--- src/rtl/wd_pkg.sv ---
package wd_pkg;
    localparam int DATA_W = 16;
    localparam int ADDR_W = 2;

    localparam logic [ADDR_W-1:0] A_CTRL   = 2'd0;
    localparam logic [ADDR_W-1:0] A_EN     = 2'd1;
    localparam logic [ADDR_W-1:0] A_RELOAD = 2'd2;
    localparam logic [ADDR_W-1:0] A_CMD    = 2'd3;

    localparam int B_LOCK     = 12;
    localparam int B_HALT     = 11;
    localparam int B_LEG9     = 9;
    localparam int B_LEG8     = 8;
    localparam int B_NOREBOOT = 0;
    localparam int B_RESTART  = 0;
    localparam int B_STS      = 1;

    localparam logic [DATA_W-1:0] CTRL_RSVD_MASK = 16'hE4FE;

    typedef enum logic [1:0] {
        PH_FIRST  = 2'd0,
        PH_SECOND = 2'd1,
        PH_DONE   = 2'd2
    } phase_e;
endpackage

--- src/rtl/wd_strap_latch.sv ---
module wd_strap_latch (
    input  logic clk,
    input  logic rst_n,
    input  logic pwr_good,
    input  logic strap_nr,
    output logic pg_rise,
    output logic strap_q
);
    logic pg_q;

    assign pg_rise = pwr_good & ~pg_q;

    always_ff @(posedge clk or negedge rst_n) begin
        if (!rst_n) begin
            pg_q    <= 1'b0;
            strap_q <= 1'b0;
        end else begin
            pg_q <= pwr_good;
            if (pg_rise) begin
                strap_q <= strap_nr;
            end
        end
    end
endmodule

--- src/rtl/wd_ctrl_regs.sv ---
module wd_ctrl_regs
    import wd_pkg::*;
#(
    parameter int CNT_W      = 10,
    parameter int RELOAD_RST = 15
) (
    input  logic              clk,
    input  logic              rst_n,
    input  logic              reg_we,
    input  logic [ADDR_W-1:0] reg_addr,
    input  logic [DATA_W-1:0] reg_wdata,
    input  logic              pg_rise,
    input  logic              strap_nr,
    input  logic              strap_q,
    input  logic              sts_set,
    output logic              lock,
    output logic              halt,
    output logic              no_reboot,
    output logic              tmr_en,
    output logic [CNT_W-1:0]  reload_val,
    output logic              restart,
    output logic              sts,
    output logic [DATA_W-1:0] reg_rdata
);
    logic leg9, leg8;
    logic wr_ctrl, wr_en, wr_reload, wr_cmd;

    assign wr_ctrl   = reg_we && (reg_addr == A_CTRL);
    assign wr_en     = reg_we && (reg_addr == A_EN);
    assign wr_reload = reg_we && (reg_addr == A_RELOAD);
    assign wr_cmd    = reg_we && (reg_addr == A_CMD);
    assign restart   = wr_cmd && reg_wdata[B_RESTART];

    always_ff @(posedge clk or negedge rst_n) begin
        if (!rst_n) begin
            lock <= 1'b0;
            halt <= 1'b0;
            leg9 <= 1'b0;
            leg8 <= 1'b0;
        end else if (wr_ctrl) begin
            lock <= lock | reg_wdata[B_LOCK];
            halt <= reg_wdata[B_HALT];
            leg9 <= reg_wdata[B_LEG9];
            leg8 <= reg_wdata[B_LEG8];
        end
    end

    always_ff @(posedge clk or negedge rst_n) begin
        if (!rst_n) begin
            no_reboot <= 1'b0;
        end else if (pg_rise) begin
            no_reboot <= strap_nr;
        end else if (wr_ctrl) begin
            no_reboot <= strap_q | reg_wdata[B_NOREBOOT];
        end
    end

    always_ff @(posedge clk or negedge rst_n) begin
        if (!rst_n) begin
            tmr_en <= 1'b0;
        end else if (wr_en && !lock) begin
            tmr_en <= reg_wdata[0];
        end
    end

    always_ff @(posedge clk or negedge rst_n) begin
        if (!rst_n) begin
            reload_val <= CNT_W'(RELOAD_RST);
        end else if (wr_reload) begin
            reload_val <= reg_wdata[CNT_W-1:0];
        end
    end

    always_ff @(posedge clk or negedge rst_n) begin
        if (!rst_n) begin
            sts <= 1'b0;
        end else if (sts_set) begin
            sts <= 1'b1;
        end else if (wr_cmd && reg_wdata[B_STS]) begin
            sts <= 1'b0;
        end
    end

    always_comb begin
        reg_rdata = '0;
        unique case (reg_addr)
            A_CTRL: begin
                reg_rdata[B_LOCK]     = lock;
                reg_rdata[B_HALT]     = halt;
                reg_rdata[B_LEG9]     = leg9;
                reg_rdata[B_LEG8]     = leg8;
                reg_rdata[B_NOREBOOT] = no_reboot;
            end
            A_EN:     reg_rdata[0] = tmr_en;
            A_RELOAD: reg_rdata[CNT_W-1:0] = reload_val;
            A_CMD:    reg_rdata[B_STS] = sts;
            default:  reg_rdata = '0;
        endcase
    end
endmodule

--- src/rtl/wd_phase_fsm.sv ---
module wd_phase_fsm
    import wd_pkg::*;
#(
    parameter int CNT_W      = 10,
    parameter int RELOAD_RST = 15
) (
    input  logic             clk,
    input  logic             rst_n,
    input  logic             tmr_en,
    input  logic             halt,
    input  logic             no_reboot,
    input  logic             restart,
    input  logic [CNT_W-1:0] reload_val,
    output logic             sts_set,
    output logic             smi_pulse,
    output logic             reboot_req
);
    phase_e           state, state_nx;
    logic [CNT_W-1:0] cnt;
    logic             tick, at_zero, expire1, expire2;

    assign tick    = tmr_en && !halt;
    assign at_zero = (cnt == '0);
    assign expire1 = !restart && tick && at_zero && (state == PH_FIRST);
    assign expire2 = !restart && tick && at_zero && (state == PH_SECOND);
    assign sts_set = expire2;

    always_comb begin
        state_nx = state;
        if (restart) begin
            state_nx = PH_FIRST;
        end else if (tick && at_zero) begin
            unique case (state)
                PH_FIRST:  state_nx = PH_SECOND;
                PH_SECOND: state_nx = PH_DONE;
                PH_DONE:   state_nx = PH_DONE;
                default:   state_nx = PH_DONE;
            endcase
        end
    end

    always_ff @(posedge clk or negedge rst_n) begin
        if (!rst_n) begin
            state <= PH_FIRST;
        end else begin
            state <= state_nx;
        end
    end

    always_ff @(posedge clk or negedge rst_n) begin
        if (!rst_n) begin
            cnt <= CNT_W'(RELOAD_RST);
        end else if (restart || expire1) begin
            cnt <= reload_val;
        end else if (tick && !at_zero && (state != PH_DONE)) begin
            cnt <= cnt - 1'b1;
        end
    end

    always_ff @(posedge clk or negedge rst_n) begin
        if (!rst_n) begin
            smi_pulse  <= 1'b0;
            reboot_req <= 1'b0;
        end else begin
            smi_pulse  <= expire1;
            reboot_req <= expire2 && !no_reboot;
        end
    end
endmodule

--- src/rtl/wdt_two_stage.sv ---
module wdt_two_stage
    import wd_pkg::*;
#(
    parameter int CNT_W      = 10,
    parameter int RELOAD_RST = 15
) (
    input  logic              clk,
    input  logic              rst_n,
    input  logic              pwr_good,
    input  logic              strap_nr,
    input  logic              reg_we,
    input  logic [ADDR_W-1:0] reg_addr,
    input  logic [DATA_W-1:0] reg_wdata,
    output logic [DATA_W-1:0] reg_rdata,
    output logic              smi_pulse,
    output logic              second_to_sts,
    output logic              reboot_req
);
    logic             pg_rise, strap_q;
    logic             ctrl_lock, ctrl_halt, ctrl_nr, tmr_en, restart, sts_set;
    logic [CNT_W-1:0] reload_val;

    wd_strap_latch u_strap (
        .clk      (clk),
        .rst_n    (rst_n),
        .pwr_good (pwr_good),
        .strap_nr (strap_nr),
        .pg_rise  (pg_rise),
        .strap_q  (strap_q)
    );

    wd_ctrl_regs #(.CNT_W(CNT_W), .RELOAD_RST(RELOAD_RST)) u_regs (
        .clk        (clk),
        .rst_n      (rst_n),
        .reg_we     (reg_we),
        .reg_addr   (reg_addr),
        .reg_wdata  (reg_wdata),
        .pg_rise    (pg_rise),
        .strap_nr   (strap_nr),
        .strap_q    (strap_q),
        .sts_set    (sts_set),
        .lock       (ctrl_lock),
        .halt       (ctrl_halt),
        .no_reboot  (ctrl_nr),
        .tmr_en     (tmr_en),
        .reload_val (reload_val),
        .restart    (restart),
        .sts        (second_to_sts),
        .reg_rdata  (reg_rdata)
    );

    wd_phase_fsm #(.CNT_W(CNT_W), .RELOAD_RST(RELOAD_RST)) u_fsm (
        .clk        (clk),
        .rst_n      (rst_n),
        .tmr_en     (tmr_en),
        .halt       (ctrl_halt),
        .no_reboot  (ctrl_nr),
        .restart    (restart),
        .reload_val (reload_val),
        .sts_set    (sts_set),
        .smi_pulse  (smi_pulse),
        .reboot_req (reboot_req)
    );
endmodule

--- config.mk ---
export PLATFORM = sky130hd
export DESIGN_NAME = wdt_two_stage
export DESIGN_NICKNAME = d
export VERILOG_FILES = /design/src/rtl/wd_pkg.sv /design/src/rtl/wd_strap_latch.sv /design/src/rtl/wd_ctrl_regs.sv /design/src/rtl/wd_phase_fsm.sv /design/src/rtl/wdt_two_stage.sv
export SDC_FILE = /design/constraint.sdc
export NUM_CORES = 1
export LEC_CHECK = 0
export BUFFER_PORTS_ARGS = -buffer_cell sky130_fd_sc_hd__buf_2
export CAP_MARGIN = 40
export CORE_ASPECT_RATIO = 2
export CORE_UTILIZATION = 44
export DETAILED_ROUTE_END_ITERATION = 10
export GPL_TIMING_DRIVEN = 0
export PLACE_DENSITY = 0.77
export SYNTH_ARGS = -nofsm -noshare
export SYNTH_HDL_FRONTEND = slang
export SYNTH_SLANG_ARGS = --single-unit
--- constraint.sdc ---
create_clock -name clk -period 5.41 [get_ports clk]
set_input_delay 0 -clock clk [delete_from_list [all_inputs] [get_ports clk]]
set_output_delay 0 -clock clk [all_outputs]
set_load 0.1 [all_outputs]
## Word-level counts from Yosys, hierarchy flattened

Index checks and enable logic that the tools add are counted.

- Logic and storage cells: 67
- Output and inout port bits: 19
- Bits in registers: 33
- Input bits: 23

- Mux-type cells: 14
- Reduce and logical (&&, ||, !) cells: 29
- Eq/ne operators: 5
- Add/subtract/negate cells: 1
- Bitwise logic cells: 4

Operators by type and width:

| operator | number |
|---|---|
| 2-to-1 mux 10 bit | 2 |
| logical AND 1 bit | 16 |
| logical NOT 10 bit | 1 |
| subtractor 10 x 1 -> 10 bit, second input constant | 1 |
| 2-to-1 mux 2 bit | 4 |
| nonzero test 2 bit | 4 |
| 2-to-1 mux 6 bit | 1 |
| logical NOT 1 bit | 5 |
| == test 2 x 1 -> 1 bit, second input constant | 2 |
| == test 2 bit, second input constant | 2 |
| logical NOT 2 bit | 2 |
| 2-to-1 mux 1 bit | 4 |
| case mux 2 bit (2 select lines) | 1 |
| case mux 1 bit (3 select lines) | 1 |
| inequality test 2 bit, second input constant | 1 |
| OR 1 bit | 2 |
| case mux 1 bit (2 select lines) | 1 |
| AND 1 bit | 1 |
| logical OR 1 bit | 1 |
| NOT 1 bit | 1 |

## Longest topological paths before layout

- Word-level depth: 9
- Mapped depth: 8
- Mapped depth without buffers: 6

## By module

A second synthesis with hierarchy kept.

- Cells, all modules: 158
- Area, all modules: 1766.7 µm²

By module, submodules not included:

| module | seq. area each (µm²) | instances | area each (µm²) | cells an instance |
|---|---|---|---|---|
| wd_ctrl_regs | 430.4 | 1 | 864.6 | 68 |
| wd_phase_fsm | 355.3 | 1 | 823.3 | 86 |
| wd_strap_latch | 50.0 | 1 | 78.8 | 4 |

## Least setup slack after synthesis

Ideal clock, no wire load.

- Path type: reg-to-output
- Start point: register u_regs.reload_val[0]
- End point: output port reg_rdata[0]
- Data required time: 5410 ps
- Slack: 2717 ps
- Arrival time: 2693 ps
- Stages on the path, launching flop included: 3
- Buffers on the path: 0
- Cell sequence: dfstp_2 -> mux2i_1 -> o21ai_0

- Cells in the longest elaborated chain, start to end: 1

RTL lines:

| what | line | text |
|---|---|---|
| start: declaration | wd_ctrl_regs.sv:20 | `output logic [CNT_W-1:0] reload_val,` |
| start signal: assignment | wd_ctrl_regs.sv:68 | `reload_val <= CNT_W'(RELOAD_RST);` |
| start signal: assignment | wd_ctrl_regs.sv:70 | `reload_val <= reg_wdata[CNT_W-1:0];` |
| case mux 1 bit (3 select lines) | wd_ctrl_regs.sv:86 | `unique case (reg_addr)` |
| end: declaration | wdt_two_stage.sv:14 | `output logic [DATA_W-1:0] reg_rdata,` |

Every way passes these cells.

## Worst setup path in the final report

- Start point: register u_fsm.cnt[0]
- End point: register u_fsm.cnt[3]

- Cells in the longest elaborated chain, start to end: 5
- Elaborated cells on any way between the ends: 11
- Those cells by class: 1 x add/sub; 2 x mux; 8 x reduce/logical

RTL lines:

| what | line | text |
|---|---|---|
| start: declaration | wd_phase_fsm.sv:19 | `logic [CNT_W-1:0] cnt;` |
| start signal: assignment | wd_phase_fsm.sv:52 | `cnt <= CNT_W'(RELOAD_RST);` |
| start signal: assignment | wd_phase_fsm.sv:54 | `cnt <= reload_val;` |
| start signal: assignment | wd_phase_fsm.sv:56 | `cnt <= cnt - 1'b1;` |
| branches (longest 5 deep; another with subtractor 10 x 1 -> 10 bit) | - |  |

Several ways; the timed one is not identified. The select of a mux whose other input is x is not followed.
A chain may end at the register's enable or synchronous reset.

==> results.py <==
metrics = {
    "sta": {
        "period_needed_ns": 2.19,
        "fmax_mhz": 456,
        "finalCritPeriodShare_pct": 40.6,
        "finalHoldViolCount": 0,
        "max-slew-margin-rel_pct": 45.7,
        "fin_setup_tns_ns": 0,
        "setup_violations": 0,
        "rsz0062_at_grt": "no",
        "skew_ns": 0.00643,
        "slew_violations": 0,
        "worst_slew_pin_slew_ns": 0.813,
        "setup_ws_ns": 3.22,
    },
    "worst_setup_path": {
        "rr_worst_depth": 8,
        "startpoint_type": "register",
        "required_ns": 5.62,
        "r2r_setup_slack_ns": 3.22,
        "cp_max_fo": 10,
        "crit_arrival_ns": 2.40,
        "endpoint_kind": "register",
        "path_class": "register to register",
        "r2r-end": "u_fsm.cnt[3]",
        "worstReg2RegStart": "u_fsm.cnt[0]",
    },
    "hold_path": {
        "hp-class": "input port to register",
        "hold_depth": 2,
        "whs_endpoint": "u_regs.tmr_en",
        "worstHoldStart": "reg_wdata[0]",
    },
    "global_route": {
        "busiest_layer": "met2",
        "grt_util_met2_pct": 38.3,
        "use_met3_pct": 5.20,
        "antenna_found_initial": 0,
        "overflow": 0,
        "track_usage_pct": 23.1,
        "grt_pass1_wl_mm": 7.14,
        "gr-usage-met1_pct": 26.6,
        "grt_max_degree": 34,
        "grt_pass1_vias": 1539,
    },
    "floorplanning": {
        "design.die.area_sq_um": 4210,
        "std_cell_rows": 32,
        "io-pin-count": 42,
        "dieHeight_um": 90.8,
        "die_w_um": 46.4,
        "initial_core_util_pct": 45.6,
        "core-area_sq_um": 3800,
    },
    "synth": {
        "yosys-top-cells-area": "dfrtp_1 (36%), dfstp_2 (12%), mux2_2 (9.1%), nor2_1 (3.9%), a31oi_1 (3.2%)",
        "yosysMostFrequentCell": "dfrtp_1",
        "syn_area_per_cell_sq_um": 9.92,
        "syn_area_sq_um": 1740,
        "synth_cells": 175,
        "yosysWarningCount": 0,
        "synth-xor-area-share_pct": 0,
        "synth_top_family_by_area": "simple AND/OR/NAND/NOR gates",
        "synth_fa_ha_area_share_pct": 0.721,
        "synth_top_area_cell": "dfrtp_1",
        "yosys.area_share.simple_pct": 25.4,
        "synth-compound-area-share_pct": 8.94,
        "yosysTopAreaCellShare_pct": 36.0,
        "ys_seq_area_share_pct": 48.2,
        "synth_edf_count": 0,
        "ys_ff_latch": 33,
        "synthTopCellsByCount": "dfrtp_1 (25), nor2_1 (18), mux2_2 (14)",
        "synth_ff_type": "dfrtp_1",
        "synth_cell_types": 37,
        "synthArstFlopShare_pct": 100,
        "synthMuxAreaShare_pct": 12.0,
    },
    "detailed_routing": {
        "routed_via_density": 5.48,
        "vias": 1555,
        "drt_pass1_iterations": 4,
        "antenna_left": 0,
        "wirelength_mm": 4.17,
        "drc": 0,
        "drt_iter0_drc": 45,
        "routedWlPerCell_um": 14.7,
    },
    "clock_network": {
        "clock_latency_ns": 0.28,
        "clk_path_buf_depth": 2,
        "clkTransAtPathRegs_ns": 0.07,
        "cts-root-buf": "clkbuf_8",
        "cts_setup_buffers": 0,
        "htreeDepth": 2,
        "cts_buffers": 5,
        "clock-sinks": 33,
        "cts_tree": "built",
    },
    "place": {
        "dpl.hpwl_mm": 2.93,
        "dp_slack_ns": 3.26,
        "numPortBuffers": 33,
        "finalWeightedCongestion": 0.863,
    },
    "power": {
        "p_per_area_nw_per_um2": 372,
        "vdd_ir_drop_max_mv": 0.279,
        "total_leakage_power_nw": 0.979,
    },
    "job": {
        "drv_cap": 0,
    },
    "cells_and_area": {
        "drive_gt1_share_pct": 30.5,
        "diodes": 0,
        "area_delta_synth_final_pct": 26.5,
        "nNetsFinal": 256,
    },
    "outcome": {
        "status": "completed",
    },
}
area by class of cell:
class / count / area (sq um)
Tap cell: 51 / 63.8
Fill cell: 345 / 1610
Inverter: 5 / 18.8
Multi-Input combinational cell: 129 / 831
Sequential cell: 33 / 836
Timing Repair Buffer: 47 / 305
Clock buffer: 8 / 80.1
Buffer: 11 / 61.3
worst max-delay path: stages (launching register included):
cell and delay [ns]:
dfstp_2 0.54, inv_1 0.04, ha_1 0.18, clkbuf_1 0.20, nor3b_1 0.19, a41oi_1 0.23
clkbuf_1 0.44, nor2_1 0.11, a31oi_1 0.17
registers in the layout, summed over array words and instances, names as in the netlist:
| register | count |
|---|---|
| u_fsm.cnt | 10 |
| u_regs.reload_val | 10 |
| u_fsm.state | 2 |
| u_fsm.reboot_req | 1 |
| u_fsm.smi_pulse | 1 |
| u_regs.halt | 1 |
| u_regs.leg8 | 1 |
| u_regs.leg9 | 1 |
| u_regs.lock | 1 |
| u_regs.no_reboot | 1 |
| u_regs.sts | 1 |
| u_regs.tmr_en | 1 |
| u_strap.pg_q | 1 |
| u_strap.strap_q | 1 |
worst max-delay path by stage:
stage,slack [ns],cells past startpoint,start,endpoint
after floorplan,2.72,2,u_regs.reload_val[0],reg_rdata[0]
after global placement,3.28,8,u_fsm.cnt[0],u_fsm.cnt[3]
after detailed placement,3.26,8,u_fsm.cnt[0],u_fsm.cnt[3]
after CTS,3.23,8,u_fsm.cnt[0],u_fsm.cnt[3]
after global routing,3.09,8,u_fsm.cnt[0],u_fsm.cnt[8]
final,3.22,8,u_fsm.cnt[0],u_fsm.cnt[3]
stage by stage:
stage | instances | cell area [sq um] | power, mW | utilization [%] | hold slack (ns)
after detailed placement | 262 | 1980 | 0.631 | 51.9 | 0.0995
after floorplan | 178 | 1750 | 0.570 | - | -0.296
after global routing | 284 | 2200 | 0.864 | 57.7 | 0.0198
after CTS | 284 | 2200 | 0.816 | 57.7 | 0.0180
final | 284 | 2200 | 0.817 | 57.7 | 0.0241
after global placement | 262 | 1980 | 0.623 | 51.9 | 0.0975
cell families (layout without fill, tap and decap cells):
kind of cell,after synthesis,after routing
simple gates,80,80
flops,33,33
compound gates,25,25
mux,19,19
buf+inv,16,71
fa+ha+maj,1,1
other cells,1,4
per-layer routing:
metal	vias up	routed length, um
met5	-	0
met4	0	116
met3	10	141
met2	43	2370
met1	759	1540
li1	743	-
placed cells by master, fill, tap and decap left out, drive strengths merged, types with 4 or more instances in the layout:
| cell type | Yosys | layout |
|---|---|---|
| buf | 6 | 39 |
| dfrtp | 25 | 25 |
| nor2 | 18 | 18 |
| mux2 | 14 | 14 |
| dlygate4sd3 | 0 | 14 |
| clkbuf | 5 | 13 |
| nand2 | 11 | 11 |
| a31oi | 9 | 9 |
| dfstp | 8 | 8 |
| or3 | 7 | 7 |
| nand3 | 6 | 6 |
| and2 | 6 | 6 |
| o21ai | 6 | 6 |
| nor3b | 5 | 5 |
| inv | 5 | 5 |
| mux2i | 5 | 5 |
| nand4 | 5 | 5 |
| nor4 | 4 | 4 |
| a21oi | 4 | 4 |
| conb | 1 | 4 |
| or4 | 4 | 4 |
what timing repair did:
| action | in CTS | in global routing |
|---|---|---|
| resized for setup | 0 | 0 |
| hold buffers | 14 | 0 |
| endpoints found under the hold margin | 41 | 0 |
where the power goes:
group	total, mW	switching [mW]	internal (mW)
clock network	0.179	0.0875	0.0914
logic	0.262	0.167	0.0948
registers	0.377	0.0588	0.318
total	0.817	0.313	0.504
Note: power is estimated with default switching activity, not from simulation.
